$ cat config.mk
export PLATFORM = sky130hd
export DESIGN_NAME = xcvr_mode_seq
export DESIGN_NICKNAME = d
export VERILOG_FILES = /design/src/rtl/xcvr_mode_pkg.sv /design/src/rtl/xms_cfg_regs.sv /design/src/rtl/xms_decode.sv /design/src/rtl/xms_pa_delay.sv /design/src/rtl/xms_acq.sv /design/src/rtl/xcvr_mode_seq.sv
export SDC_FILE = /design/constraint.sdc
export NUM_CORES = 1
export LEC_CHECK = 0
export BUFFER_PORTS_ARGS = -buffer_cell sky130_fd_sc_hd__buf_4
export CORE_MARGIN = 2
export CORE_UTILIZATION = 50
export DETAILED_ROUTE_END_ITERATION = 10
export PLACE_DENSITY = 0.77
export SLEW_MARGIN = 25
export SYNTH_ARGS = -nofsm -noshare
export SYNTH_HDL_FRONTEND = slang
export SYNTH_SLANG_ARGS = --single-unit
$ cat constraint.sdc
create_clock -name clk -period 2.4 [get_ports clk]
set_input_delay 0.12 -clock clk [delete_from_list [all_inputs] [get_ports clk]]
set_output_delay 0.12 -clock clk [all_outputs]
set_load 0.02 [all_outputs]
$ cat src/rtl/xcvr_mode_pkg.sv
// Shared types for the mode sequencer: mode codes and the enable bundle.
// Assumes the mode field is three bits wide.
package xcvr_mode_pkg;
    typedef enum logic [2:0] {
        MD_CLKOUT = 3'd0,
        MD_STBY   = 3'd1,
        MD_RX     = 3'd2,
        MD_TX     = 3'd3,
        MD_TXCAL  = 3'd4,
        MD_RFLB   = 3'd5,
        MD_BBLB   = 3'd6,
        MD_SPARE  = 3'd7
    } mode_e;

    typedef struct packed {
        logic osc;
        logic synth;
        logic rx;
        logic lna;
        logic tx;
        logic lpf_byp;
        logic det;
        logic rxbuf;
        logic lb_rf;
        logic lb_bb;
    } en_s;
endpackage

$ cat src/rtl/xms_cfg_regs.sv
// Holds register 0: the mode code and the bank select. It flags writes that
// reach the main bank at a non-zero address. Assumes address 0 is always
// reachable, whatever the bank select.
module xms_cfg_regs
    import xcvr_mode_pkg::*;
#(
    parameter int ADDR_W   = 5,
    parameter int DATA_W   = 10,
    parameter int MODE_LSB = 2
) (
    input  logic              clk,
    input  logic              rst_n,
    input  logic              wr_en,
    input  logic [ADDR_W-1:0] wr_addr,
    input  logic [DATA_W-1:0] wr_data,
    output mode_e             mode,
    output logic              main_wr
);
    logic  bank_q;
    mode_e mode_q;
    logic  is_reg0;

    assign is_reg0 = (wr_addr == '0);

    // Load mode and bank select on a write to address 0.
    always_ff @(posedge clk) begin
        if (!rst_n) begin
            mode_q <= MD_CLKOUT;
            bank_q <= 1'b0;
        end else if (wr_en && is_reg0) begin
            mode_q <= mode_e'(wr_data[MODE_LSB +: 3]);
            bank_q <= wr_data[0];
        end
    end

    // A main-bank write to any register except 0.
    assign main_wr = wr_en && !is_reg0 && !bank_q;
    assign mode    = mode_q;
endmodule

$ cat src/rtl/xms_decode.sv
// Maps the mode code to the per-subsystem enable bundle. Purely combinational.
// Undefined codes fall back to oscillator only.
module xms_decode
    import xcvr_mode_pkg::*;
(
    input  mode_e mode,
    output en_s   en
);
    // One enable set per mode code.
    always_comb begin
        en     = '0;
        en.osc = 1'b1;
        case (mode)
            MD_STBY:  en.synth = 1'b1;
            MD_RX: begin
                en.synth = 1'b1; en.rx = 1'b1; en.lna = 1'b1; en.rxbuf = 1'b1;
            end
            MD_TX: begin
                en.synth = 1'b1; en.tx = 1'b1;
            end
            MD_TXCAL: begin
                en.synth = 1'b1; en.tx = 1'b1; en.det = 1'b1; en.rxbuf = 1'b1;
            end
            MD_RFLB: begin
                en.synth = 1'b1; en.tx = 1'b1; en.rx = 1'b1; en.rxbuf = 1'b1;
                en.lb_rf = 1'b1; en.lpf_byp = 1'b1;
            end
            MD_BBLB: begin
                en.synth = 1'b1; en.tx = 1'b1; en.rx = 1'b1; en.rxbuf = 1'b1;
                en.lb_bb = 1'b1;
            end
            default: ;
        endcase
    end
endmodule

$ cat src/rtl/xms_pa_delay.sv
// Delays the amplifier bias behind transmit entry by dly tick pulses.
// Assumes dly is held steady while in transmit; the bias follows tx_on down
// without a register stage.
module xms_pa_delay #(
    parameter int DLY_W = 8
) (
    input  logic             clk,
    input  logic             rst_n,
    input  logic             tx_on,
    input  logic             tick,
    input  logic [DLY_W-1:0] dly,
    output logic             bias
);
    logic [DLY_W-1:0] cnt_q;

    // Count ticks while in transmit, saturating at dly; clear outside it.
    always_ff @(posedge clk) begin
        if (!rst_n || !tx_on)
            cnt_q <= '0;
        else if (tick && (cnt_q < dly))
            cnt_q <= cnt_q + 1'b1;
    end

    assign bias = tx_on && (cnt_q >= dly);
endmodule

$ cat src/rtl/xms_acq.sv
// Tracks the ordered write sequence A_FIRST, A_MID, A_LAST on the main bank.
// Completing it runs a band-acquisition timer of ACQ_TICKS ticks that ends in lock.
module xms_acq #(
    parameter int ADDR_W    = 5,
    parameter int ACQ_TICKS = 2000,
    parameter int A_FIRST   = 15,
    parameter int A_MID     = 16,
    parameter int A_LAST    = 17
) (
    input  logic              clk,
    input  logic              rst_n,
    input  logic              main_wr,
    input  logic [ADDR_W-1:0] wr_addr,
    input  logic              tick,
    output logic              acquiring,
    output logic              locked
);
    localparam int CNT_W = $clog2(ACQ_TICKS + 1);
    localparam logic [ADDR_W-1:0] AF = ADDR_W'(A_FIRST);
    localparam logic [ADDR_W-1:0] AM = ADDR_W'(A_MID);
    localparam logic [ADDR_W-1:0] AL = ADDR_W'(A_LAST);
    localparam logic [CNT_W-1:0]  LAST_CNT = CNT_W'(ACQ_TICKS - 1);

    typedef enum logic [1:0] {SQ_IDLE, SQ_GOT1, SQ_GOT2} seq_e;

    seq_e             seq_q;
    logic [CNT_W-1:0] cnt_q;
    logic             acq_q, lock_q;
    logic             start;

    assign start = main_wr && (wr_addr == AL) && (seq_q == SQ_GOT2);

    // Ordering tracker: the first address restarts it, out-of-order writes clear it.
    always_ff @(posedge clk) begin
        if (!rst_n)
            seq_q <= SQ_IDLE;
        else if (main_wr) begin
            if (wr_addr == AF)
                seq_q <= SQ_GOT1;
            else if (wr_addr == AM)
                seq_q <= (seq_q == SQ_GOT1) ? SQ_GOT2 : SQ_IDLE;
            else if (wr_addr == AL)
                seq_q <= SQ_IDLE;
        end
    end

    // Acquisition timer: restart on start, lock after ACQ_TICKS ticks.
    always_ff @(posedge clk) begin
        if (!rst_n) begin
            acq_q  <= 1'b0;
            lock_q <= 1'b0;
            cnt_q  <= '0;
        end else if (start) begin
            acq_q  <= 1'b1;
            lock_q <= 1'b0;
            cnt_q  <= '0;
        end else if (acq_q && tick) begin
            if (cnt_q == LAST_CNT) begin
                acq_q  <= 1'b0;
                lock_q <= 1'b1;
            end else begin
                cnt_q <= cnt_q + 1'b1;
            end
        end
    end

    assign acquiring = acq_q;
    assign locked    = lock_q;
endmodule

$ cat src/rtl/xcvr_mode_seq.sv
// Top of the mode sequencer: register 0, the mode decode, the amplifier bias
// delay and the acquisition timer. Assumes single-cycle write strobes and a
// tick strobe one cycle wide.
module xcvr_mode_seq
    import xcvr_mode_pkg::*;
#(
    parameter int ADDR_W    = 5,
    parameter int DATA_W    = 10,
    parameter int DLY_W     = 8,
    parameter int ACQ_TICKS = 2000
) (
    input  logic              clk,
    input  logic              rst_n,
    input  logic              wr_en,
    input  logic [ADDR_W-1:0] wr_addr,
    input  logic [DATA_W-1:0] wr_data,
    input  logic              tick,
    input  logic [DLY_W-1:0]  pa_dly,
    output logic              osc_en,
    output logic              synth_en,
    output logic              rx_en,
    output logic              lna_en,
    output logic              tx_en,
    output logic              lpf_byp,
    output logic              det_en,
    output logic              rxbuf_en,
    output logic              lb_rf_en,
    output logic              lb_bb_en,
    output logic              pa_bias,
    output logic              acquiring,
    output logic              locked
);
    mode_e mode;
    logic  main_wr;
    en_s   en;

    xms_cfg_regs #(.ADDR_W(ADDR_W), .DATA_W(DATA_W), .MODE_LSB(2)) u_regs (
        .clk(clk), .rst_n(rst_n), .wr_en(wr_en), .wr_addr(wr_addr),
        .wr_data(wr_data), .mode(mode), .main_wr(main_wr)
    );

    xms_decode u_dec (.mode(mode), .en(en));

    xms_pa_delay #(.DLY_W(DLY_W)) u_pa (
        .clk(clk), .rst_n(rst_n), .tx_on(mode == MD_TX), .tick(tick),
        .dly(pa_dly), .bias(pa_bias)
    );

    xms_acq #(.ADDR_W(ADDR_W), .ACQ_TICKS(ACQ_TICKS)) u_acq (
        .clk(clk), .rst_n(rst_n), .main_wr(main_wr), .wr_addr(wr_addr),
        .tick(tick), .acquiring(acquiring), .locked(locked)
    );

    assign osc_en   = en.osc;
    assign synth_en = en.synth;
    assign rx_en    = en.rx;
    assign lna_en   = en.lna;
    assign tx_en    = en.tx;
    assign lpf_byp  = en.lpf_byp;
    assign det_en   = en.det;
    assign rxbuf_en = en.rxbuf;
    assign lb_rf_en = en.lb_rf;
    assign lb_bb_en = en.lb_bb;
endmodule

==> results.sh, run 1 <==
export IMPL_cts_sinks=27
export IMPL_cts_buffers=3
export IMPL_synth_edf_count=0
export IMPL_max_slew_worst_pin_slew_ns=0.813
export IMPL_switching_share_pct=23.1
export IMPL_p_per_area_nw_per_um2=392
export IMPL_fin_crit_ns=2.11
export IMPL_grt_max_degree=17
export IMPL_drive_gt1_share_pct=19.6
export IMPL_port_buffers=32
export IMPL_worstPathMaxFanout=14
export IMPL_power_share_clock_pct=28.2
export IMPL_maxSlewViolCount=0
export IMPL_wl_per_cell_um=10.8
export IMPL_rows=20
export IMPL_cts_max_path_buffers=2
export IMPL_area_delta_synth_final_pct=18.2
export IMPL_drt_pass1_iterations=4
export IMPL_io_pin_count=40
export IMPL_max_cap_violations=0
export IMPL_ys_async_sr_fraction_pct=0
export IMPL_clock_latency_ns=0.33
export IMPL_grt_use_total_pct=17.0
export IMPL_holdPathEnd="u_regs.mode[0]"
export IMPL_ys_ff_latch=27
export IMPL_grt_pass1_wl_um=4780
export IMPL_cts_tree="done"
export IMPL_worstSetupPathType="register to register"
export IMPL_r2r_cells=6
export IMPL_ir_worst_vdd_mv=0.306
export IMPL_max_freq_ghz=0.473
export IMPL_slew_headroom_pct=45.8
export IMPL_hold_path_startpoint="wr_data[2]"
export IMPL_path_clk_slew_ns=0.15
export IMPL_critical_path_required_ns=2.67
export IMPL_switchingPower_w=0.000164
export IMPL_gp_congestion=0.810
export IMPL_comb_power_share_pct=8.5
export IMPL_layout_commonest_cell="buf_4"
export IMPL_holdPathStages=3
export IMPL_postCtsSetupRepairBufs=0
export IMPL_leakage_nw=0.744
export IMPL_reg2reg_to="u_pa.cnt_q[3]"
export IMPL_hold_viol=0
export IMPL_p_total_w=0.000710
export IMPL_outcome="complete, no violations"
export IMPL_finalCritPeriodShare_pct=88.1
export IMPL_yosysSeqAreaShare_pct=35.2
export IMPL_setup_tns_ns=0
export IMPL_hold_class="primary input to register"
export IMPL_crit_start="u_pa.cnt_q[1]"
export IMPL_htree_levels=1
export IMPL_drtIter0Drc=30
export IMPL_synth_flop_cell="dfxtp_1"
export IMPL_synth_fp_nets=226
export IMPL_antenna_found_initial=0
export IMPL_fillers=278
export IMPL_die_area_um2=3530
export IMPL_crit_path_end_kind="register"
export IMPL_vias_per_cell=5.42
export IMPL_final_antenna_net_count=0
export IMPL_yosysWarnings=0
export IMPL_hpwl_um=2110
export IMPL_syn_avg_cell_area_um2=8.12
export IMPL_finalClockSkew_ns=0.00648
export IMPL_setup_viol=0
export IMPL_grt_pass1_vias=1218
export IMPL_start_util_pct=51.6
export IMPL_dieHeight_um=59.4
export IMPL_crit_arrival_ns=2.39
export IMPL_cts_hold_buf=0
export IMPL_fp_coreArea_um2=2980
export IMPL_synth_distinct_cells=38
export IMPL_syn_area_um2=1540
export IMPL_most_common_layout_cells="buf_4, dfxtp_1, nor2_1, nand2_1, a21oi_1"
export IMPL_wirelength_um=2710
export IMPL_seqPwrFrac_pct=63.3
export IMPL_netlist_instances=189
export IMPL_globalRouteOverflowTotal=0
export IMPL_r2r_slack_ns=0.29
export IMPL_remaining_drc_errors=0
export IMPL_r2r_start="u_pa.cnt_q[1]"
export IMPL_start_kind="register"
export IMPL_die_width_um=59.4
export IMPL_vias=1365
export IMPL_nNetsFinal=257
export IMPL_root_buffer="clkbuf_4"
export IMPL_rsz0062_at_grt="false"
export IMPL_diodes=0
export IMPL_post_cts_resize_count=0
export IMPL_intPower_w=0.000546
-- registers in the layout (all words and copies together), names as in the netlist --
register / cells
u_pa.cnt_q: 8
u_regs.mode: 3
u_regs.bank_q: 1
u_acq.seq_q: 2
u_acq.acquiring: 1
u_acq.locked: 1
u_acq.cnt_q: 11
-- layout make-up --
class	count	area [um2]	share of cell area [%]
Multi-Input combinational cell	145	921	50.8
Tap cell	33	41.3	2.28
Clock inverter	1	7.51	0.414
Sequential cell	27	541	29.8
Inverter	11	41.3	2.28
Timing Repair Buffer	32	240	13.2
Clock buffer	3	22.5	1.24
-- cells by family after synthesis --
group / count (synthesis) / synth area share [%]
compound gates: 31 / 12.5
flops: 27 / 35.2
simple gates: 87 / 29.6
xor+xnor: 11 / 6.28
other cells: 1 / 0.244
fa+ha+maj: 10 / 8.15
buf+inv: 17 / 4.81
mux: 5 / 3.26
-- cells in the mapped netlist, drive strengths merged (6+ instances only) --
master / n / area (um2)
a21oi: 14 / 77.6
dfxtp: 27 / 541
ha: 10 / 125
inv: 11 / 41.3
nand2: 12 / 45.0
nand3: 10 / 50.1
nand4: 8 / 50.1
nor2: 23 / 86.3
nor2b: 9 / 56.3
o21ai: 7 / 38.8
or3: 6 / 40.0
xnor2: 6 / 52.6
-- worst max-delay path by stage --
stage | to | slack (ns)
after global routing | u_pa.cnt_q[4] | 0.10
final | u_pa.cnt_q[3] | 0.29
after floorplan | u_pa.cnt_q[7] | 0.54
after global placement | u_pa.cnt_q[3] | 0.38
after CTS | u_pa.cnt_q[3] | 0.30
after detailed placement | u_pa.cnt_q[3] | 0.34
-- routing by layer --
layer / wire length, um / GRT usage [%] / share of wire [%] / vias up
li1: - / - / - / 724
met1: 1310 / 20.9 / 48 / 620
met2: 1290 / 30.1 / 48 / 21
met3: 105 / 4.80 / 3.9 / 0
met4: 0 / 2.27 / 0 / 0
met5: 0 / 0 / 0 / -
-- worst max-delay path, stage by stage, from the launching register on --
cell	delay (ns)
dfxtp_1	0.41
ha_1	0.26
nor2b_1	0.13
o211ai_1	0.23
a21oi_1	0.30
or4_1	0.57
a21oi_1	0.15
-- power by group through the flow --
stage               Clock [W]  Sequential, W  Combinational, W
floorplan                   0       0.000459         0.0000298
detailed placement          0       0.000460         0.0000610
global route         0.000226       0.000450         0.0000681
CTS                  0.000214       0.000450         0.0000612
finish               0.000200       0.000450         0.0000604
global placement            0       0.000460         0.0000605
-- stage by stage --
step	instances	setup slack (ns)	utilization (%)	area [um2]	hold WS, ns
floorplan	189	0.537	-	1540	0.248
global placement	248	0.375	59.9	1780	0.380
detailed placement	248	0.338	59.9	1780	0.388
CTS	252	0.296	60.9	1810	0.0276
global route	252	0.101	60.9	1810	0.0228
finish	252	0.286	60.9	1810	0.0429
Note: power is estimated with default switching activity, not from simulation.
==> run 2, diff against run 1 <==
- PLACE_DENSITY: 0.77 -> default
- PLACE_DENSITY_LB_ADDON: default -> 0.12
==> run 2 against run 1 <==
  * Critical path type unchanged
  * Fmax shrank 0.20%
  * Total power shrank 1.8%
  * Clock skew shrank 0.0026 ns
  * Global-route usage grew 1.8 points
  * First-iteration DRC count grew 6.7%
  * Final area shrank 0.21%
  * Worst hold slack gained 0.014 ns
==> results.sh, run 2 (synthesized netlist as in run 1, its figures left out) <==
export IMPL_outcome="complete, no violations"
export IMPL_crit_path_end_kind="register"
export IMPL_cpPeakStageDelay_ns=0.58
export IMPL_critical_path_top_delay_family="simple AND/OR/NAND/NOR gates"
export IMPL_drive_gt1_share_pct=19.2
export IMPL_globalRouteOverflowTotal=0
export IMPL_cts_sinks=27
export IMPL_finalInstanceArea_um2=1810
export IMPL_ir_worst_vdd_mv=0.283
export IMPL_postCtsSetupRepairBufs=0
export IMPL_grt_max_degree=15
export IMPL_crit_arrival_ns=2.37
export IMPL_clock_latency_ns=0.31
export IMPL_r2r_slack_ns=0.28
export IMPL_p_per_area_nw_per_um2=385
export IMPL_worstSetupPathType="register to register"
export IMPL_worstPathMaxFanout=14
export IMPL_port_buffers=32
export IMPL_dp_slack_ns=0.303
export IMPL_path_clk_slew_ns=0.13
export IMPL_vias_per_cell=5.48
export IMPL_grt_use_total_pct=18.8
export IMPL_start_kind="register"
export IMPL_nNetsFinal=257
export IMPL_crit_end="u_pa.cnt_q[3]"
export IMPL_post_cts_resize_count=0
export IMPL_root_buffer="clkbuf_4"
export IMPL_gp_congestion=0.791
export IMPL_fillers=268
export IMPL_slew_headroom_pct=45.7
export IMPL_wirelength_um=2920
export IMPL_crit_chain="ha_1 > nor2b_1 > o211ai_1 > a21oi_1 > or4_1 > a21oi_1"
export IMPL_max_cap_violations=0
export IMPL_hold_viol=0
export IMPL_rsz0062_at_grt="false"
export IMPL_final_antenna_net_count=0
export IMPL_finalClockSkew_ns=0.00383
export IMPL_die_width_um=59.4
export IMPL_start_util_pct=51.6
export IMPL_cts_max_path_buffers=2
export IMPL_htree_levels=1
export IMPL_crit_buf_inv=0
export IMPL_max_freq_ghz=0.472
export IMPL_maxSlewViolCount=0
export IMPL_dieHeight_um=59.4
export IMPL_top_register="u_acq.cnt_q"
export IMPL_io_pin_count=40
export IMPL_setup_viol=0
export IMPL_multiInputGateArea_um2=921
export IMPL_layout_commonest_cell="buf_4"
export IMPL_grt_pass1_wl_um=5240
export IMPL_antenna_found_initial=0
export IMPL_placed_cell_area_um2=1780
export IMPL_max_slew_worst_pin_slew_ns=0.815
export IMPL_crit_start="u_pa.cnt_q[1]"
export IMPL_crit_top_cell="a21oi_1"
export IMPL_drt_pass1_iterations=4
export IMPL_hold_class="primary input to register"
export IMPL_grt_pass1_vias=1322
export IMPL_largest_reg_flops=11
export IMPL_critical_path_required_ns=2.65
export IMPL_timing_final_ws_setup_ns=0.282
export IMPL_path_depth=6
export IMPL_regArea_um2=541
export IMPL_cp_slowest_cell="or4_1"
export IMPL_r2r_start="u_pa.cnt_q[1]"
export IMPL_most_common_layout_cells="buf_4, dfxtp_1, nor2_1, nand2_1, a21oi_1"
export IMPL_setup_tns_ns=0
export IMPL_timing_hold_ws_ns=0.0569
export IMPL_rows=20
export IMPL_r2r_cells=6
export IMPL_reg2reg_to="u_pa.cnt_q[3]"
export IMPL_vias=1380
export IMPL_fin_crit_ns=2.12
export IMPL_cts_hold_buf=0
export IMPL_die_area_um2=3530
export IMPL_leakage_nw=0.745
export IMPL_hpwl_um=2290
export IMPL_cts_buffers=3
export IMPL_p_total_w=0.000698
export IMPL_fp_coreArea_um2=2980
export IMPL_finalCritPeriodShare_pct=88.2
export IMPL_cts_tree="done"
export IMPL_area_delta_synth_final_pct=17.9
export IMPL_wl_per_cell_um=11.6
export IMPL_diodes=0
export IMPL_remaining_drc_errors=0
export IMPL_drtIter0Drc=32
[run 2: changes by cell type in the layout (fill, tap and decap cells not counted), sizes merged]
cell,delta
clkbuf,+1
clkinvlp,-1
[run 2: how the worst min path moves through the flow]
stage                     from              to  depth (start not counted)
floorplan                rst_n  u_acq.seq_q[1]                          1
finish              wr_data[3]  u_regs.mode[1]                          3
CTS                 wr_data[3]  u_regs.mode[1]                          3
global placement    wr_data[2]  u_regs.mode[0]                          3
global route        wr_data[0]   u_regs.bank_q                          3
detailed placement  wr_data[0]   u_regs.bank_q                          3
[run 2: cell type report]
| class | instances | share of cell area, % |
|---|---|---|
| clock buffers | 4 | 1.45 |
| inverters | 11 | 2.28 |
| multi-input cells | 145 | 50.9 |
| flip-flops and latches | 27 | 29.9 |
| well taps | 33 | 2.28 |
| repair buffers | 32 | 13.3 |
[run 2: power by group]
group / leakage [nW] / internal [W] / total, W / switching, W
clock: 0.0150 / 0.0000648 / 0.000187 / 0.000122
sequential: 0.217 / 0.000449 / 0.000450 / 0.000000810
combinational: 0.513 / 0.0000332 / 0.0000614 / 0.0000283
total: 0.745 / 0.000547 / 0.000698 / 0.000151
[run 2: worst reg2reg max path, delay by kind of cell (launching register included)]
family	cells	cell delay [ns]
adder cells (fa/ha/maj)	1	0.26
AO/OA/AOI/OAI	3	0.68
flip-flops	1	0.40
AND/OR/NAND/NOR	2	0.72
[run 2: per-stage QoR]
step,cells,util [%]
floorplan,189,-
global placement,248,59.9
detailed placement,248,59.9
CTS,252,60.8
global route,252,60.8
finish,252,60.8
[run 2: per-layer routing]
| layer | GRT usage, % | part of all wire (%) | up-vias |
|---|---|---|---|
| met3 | 2.84 | 2.2 | 2 |
| met1 | 21.5 | 46 | 638 |
| met2 | 35.6 | 51 | 16 |
| li1 | - | - | 724 |
| met4 | 5.19 | 0.65 | 0 |
| met5 | 0 | 0 | - |
==> run 3, diff against run 2 <==
- MAX_ROUTING_LAYER: default -> met4
==> run 3 against run 2 <==
  * Critical path type unchanged
  * Combinational power is essentially flat
  * Total power is essentially flat
  * Sequential power is essentially flat
  * Worst hold slack is essentially flat
  * Setup slack lost 0.011 ns
  * Largest power group unchanged
  * Sequential share of layout area is the same
  * Register-to-register slack is essentially flat
==> results.sh, run 3 (synthesized netlist as in run 1, its figures left out) <==
export IMPL_hold_class="primary input to register"
export IMPL_slew_headroom_pct=42.5
export IMPL_wirelength_um=2920
export IMPL_wl_per_cell_um=11.6
export IMPL_outcome="complete, no violations"
export IMPL_final_antenna_net_count=0
export IMPL_maxSlewViolCount=0
export IMPL_hold_path_startpoint="wr_data[3]"
export IMPL_crit_start="u_pa.cnt_q[1]"
export IMPL_cts_buffers=3
export IMPL_globalRouteOverflowTotal=0
export IMPL_rsz0062_at_grt="false"
export IMPL_cts_hold_buf=0
export IMPL_worstSetupPathType="register to register"
export IMPL_hold_viol=0
export IMPL_layout_commonest_cell="buf_4"
export IMPL_power_share_clock_pct=26.8
export IMPL_die_area_um2=3530
export IMPL_gp_congestion=0.803
export IMPL_antenna_found_initial=0
export IMPL_regArea_um2=541
export IMPL_ir_worst_vdd_mv=0.284
export IMPL_postCtsSetupRepairBufs=0
export IMPL_critical_path_required_ns=2.65
export IMPL_htree_levels=1
export IMPL_crit_arrival_ns=2.38
export IMPL_seqPwrFrac_pct=64.4
export IMPL_grt_max_degree=15
export IMPL_max_slew_worst_pin_slew_ns=0.863
export IMPL_intPower_w=0.000547
export IMPL_grt_pass1_vias=1323
export IMPL_cts_max_path_buffers=2
export IMPL_vias=1382
export IMPL_start_util_pct=51.6
export IMPL_start_kind="register"
export IMPL_comb_power_share_pct=8.8
export IMPL_diodes=0
export IMPL_r2r_start="u_pa.cnt_q[1]"
export IMPL_drt_pass1_iterations=4
export IMPL_grt_use_total_pct=19.4
export IMPL_largest_reg_flops=11
export IMPL_die_width_um=59.4
export IMPL_setup_viol=0
export IMPL_clock_latency_ns=0.31
export IMPL_area_delta_synth_final_pct=17.9
export IMPL_most_common_layout_cells="buf_4, dfxtp_1, nor2_1, nand2_1, a21oi_1"
export IMPL_vias_per_cell=5.48
export IMPL_cts_sinks=27
export IMPL_io_pin_count=40
export IMPL_fillers=268
export IMPL_p_per_area_nw_per_um2=386
export IMPL_setup_tns_ns=0
export IMPL_max_freq_ghz=0.470
export IMPL_final_core_util_pct=60.8
export IMPL_max_cap_violations=0
export IMPL_drive_gt1_share_pct=19.2
export IMPL_post_cts_resize_count=0
export IMPL_finalClockSkew_ns=0.00519
export IMPL_top_register="u_acq.cnt_q"
export IMPL_switchingPower_w=0.000151
export IMPL_multiInputGateArea_um2=921
export IMPL_port_buffers=32
export IMPL_remaining_drc_errors=0
export IMPL_root_buffer="clkbuf_4"
export IMPL_crit_path_end_kind="register"
export IMPL_switching_share_pct=21.6
export IMPL_grt_pass1_wl_um=5240
export IMPL_drtIter0Drc=29
export IMPL_fin_crit_ns=2.13
export IMPL_placed_cell_area_um2=1780
export IMPL_rows=20
export IMPL_dieHeight_um=59.4
export IMPL_leakage_nw=0.745
export IMPL_finalCritPeriodShare_pct=88.7
export IMPL_fp_coreArea_um2=2980
export IMPL_worstPathMaxFanout=14
export IMPL_nNetsFinal=257
export IMPL_finalInstanceArea_um2=1810
export IMPL_path_clk_slew_ns=0.14
export IMPL_cts_tree="done"
export IMPL_hpwl_um=2290
-- run 3: worst paths after layout --
kind | depth (start not counted) | end | slack, ns
hold reg to reg | 2 | u_acq.locked | 0.49
setup reg to reg | 6 | u_pa.cnt_q[4] | 0.27
setup / recovery | 6 | u_pa.cnt_q[4] | 0.27
hold / removal | 3 | u_regs.mode[1] | 0.06
-- run 3: power groups by stage --
stage          sequential [W]  clock, W  combinational [W]
2_1_floorplan        0.000459         0          0.0000298
3_3_place_gp         0.000460         0          0.0000591
3_5_place_dp         0.000460         0          0.0000618
4_1_cts              0.000450  0.000196          0.0000620
5_1_grt              0.000450  0.000214          0.0000693
6_report             0.000450  0.000187          0.0000614
-- run 3: metrics by stage --
| stage | setup slack, ns | std cells | total power (W) | hold slack, ns |
|---|---|---|---|---|
| 5_1_grt | 0.0939 | 252 | 0.000733 | 0.0450 |
| 3_5_place_dp | 0.303 | 248 | 0.000521 | 0.383 |
| 4_1_cts | 0.277 | 252 | 0.000708 | 0.0501 |
| 2_1_floorplan | 0.537 | 189 | 0.000489 | 0.248 |
| 6_report | 0.271 | 252 | 0.000698 | 0.0572 |
| 3_3_place_gp | 0.406 | 248 | 0.000519 | 0.378 |
-- run 3: critical path: stages (launching register included) --
cell and delay [ns]:
dfxtp_1 0.40, ha_1 0.26, nor2b_1 0.14, o211ai_1 0.24, a21oi_1 0.31, or4_1 0.56, a21oi_1 0.16
-- run 3: layout make-up --
type | count | area share (%)
multi-input cells | 145 | 50.9
flip-flops and latches | 27 | 29.9
repair buffers | 32 | 13.3
inverters | 11 | 2.28
well taps | 33 | 2.28
clock buffers | 4 | 1.45
-- run 3: layer usage --
layer | track usage [%] | share of wire [%]
met3 | 2.84 | 2.4
met1 | 21.5 | 46
met2 | 35.6 | 51
met4 | 5.19 | 0.62
met5 | - | 0
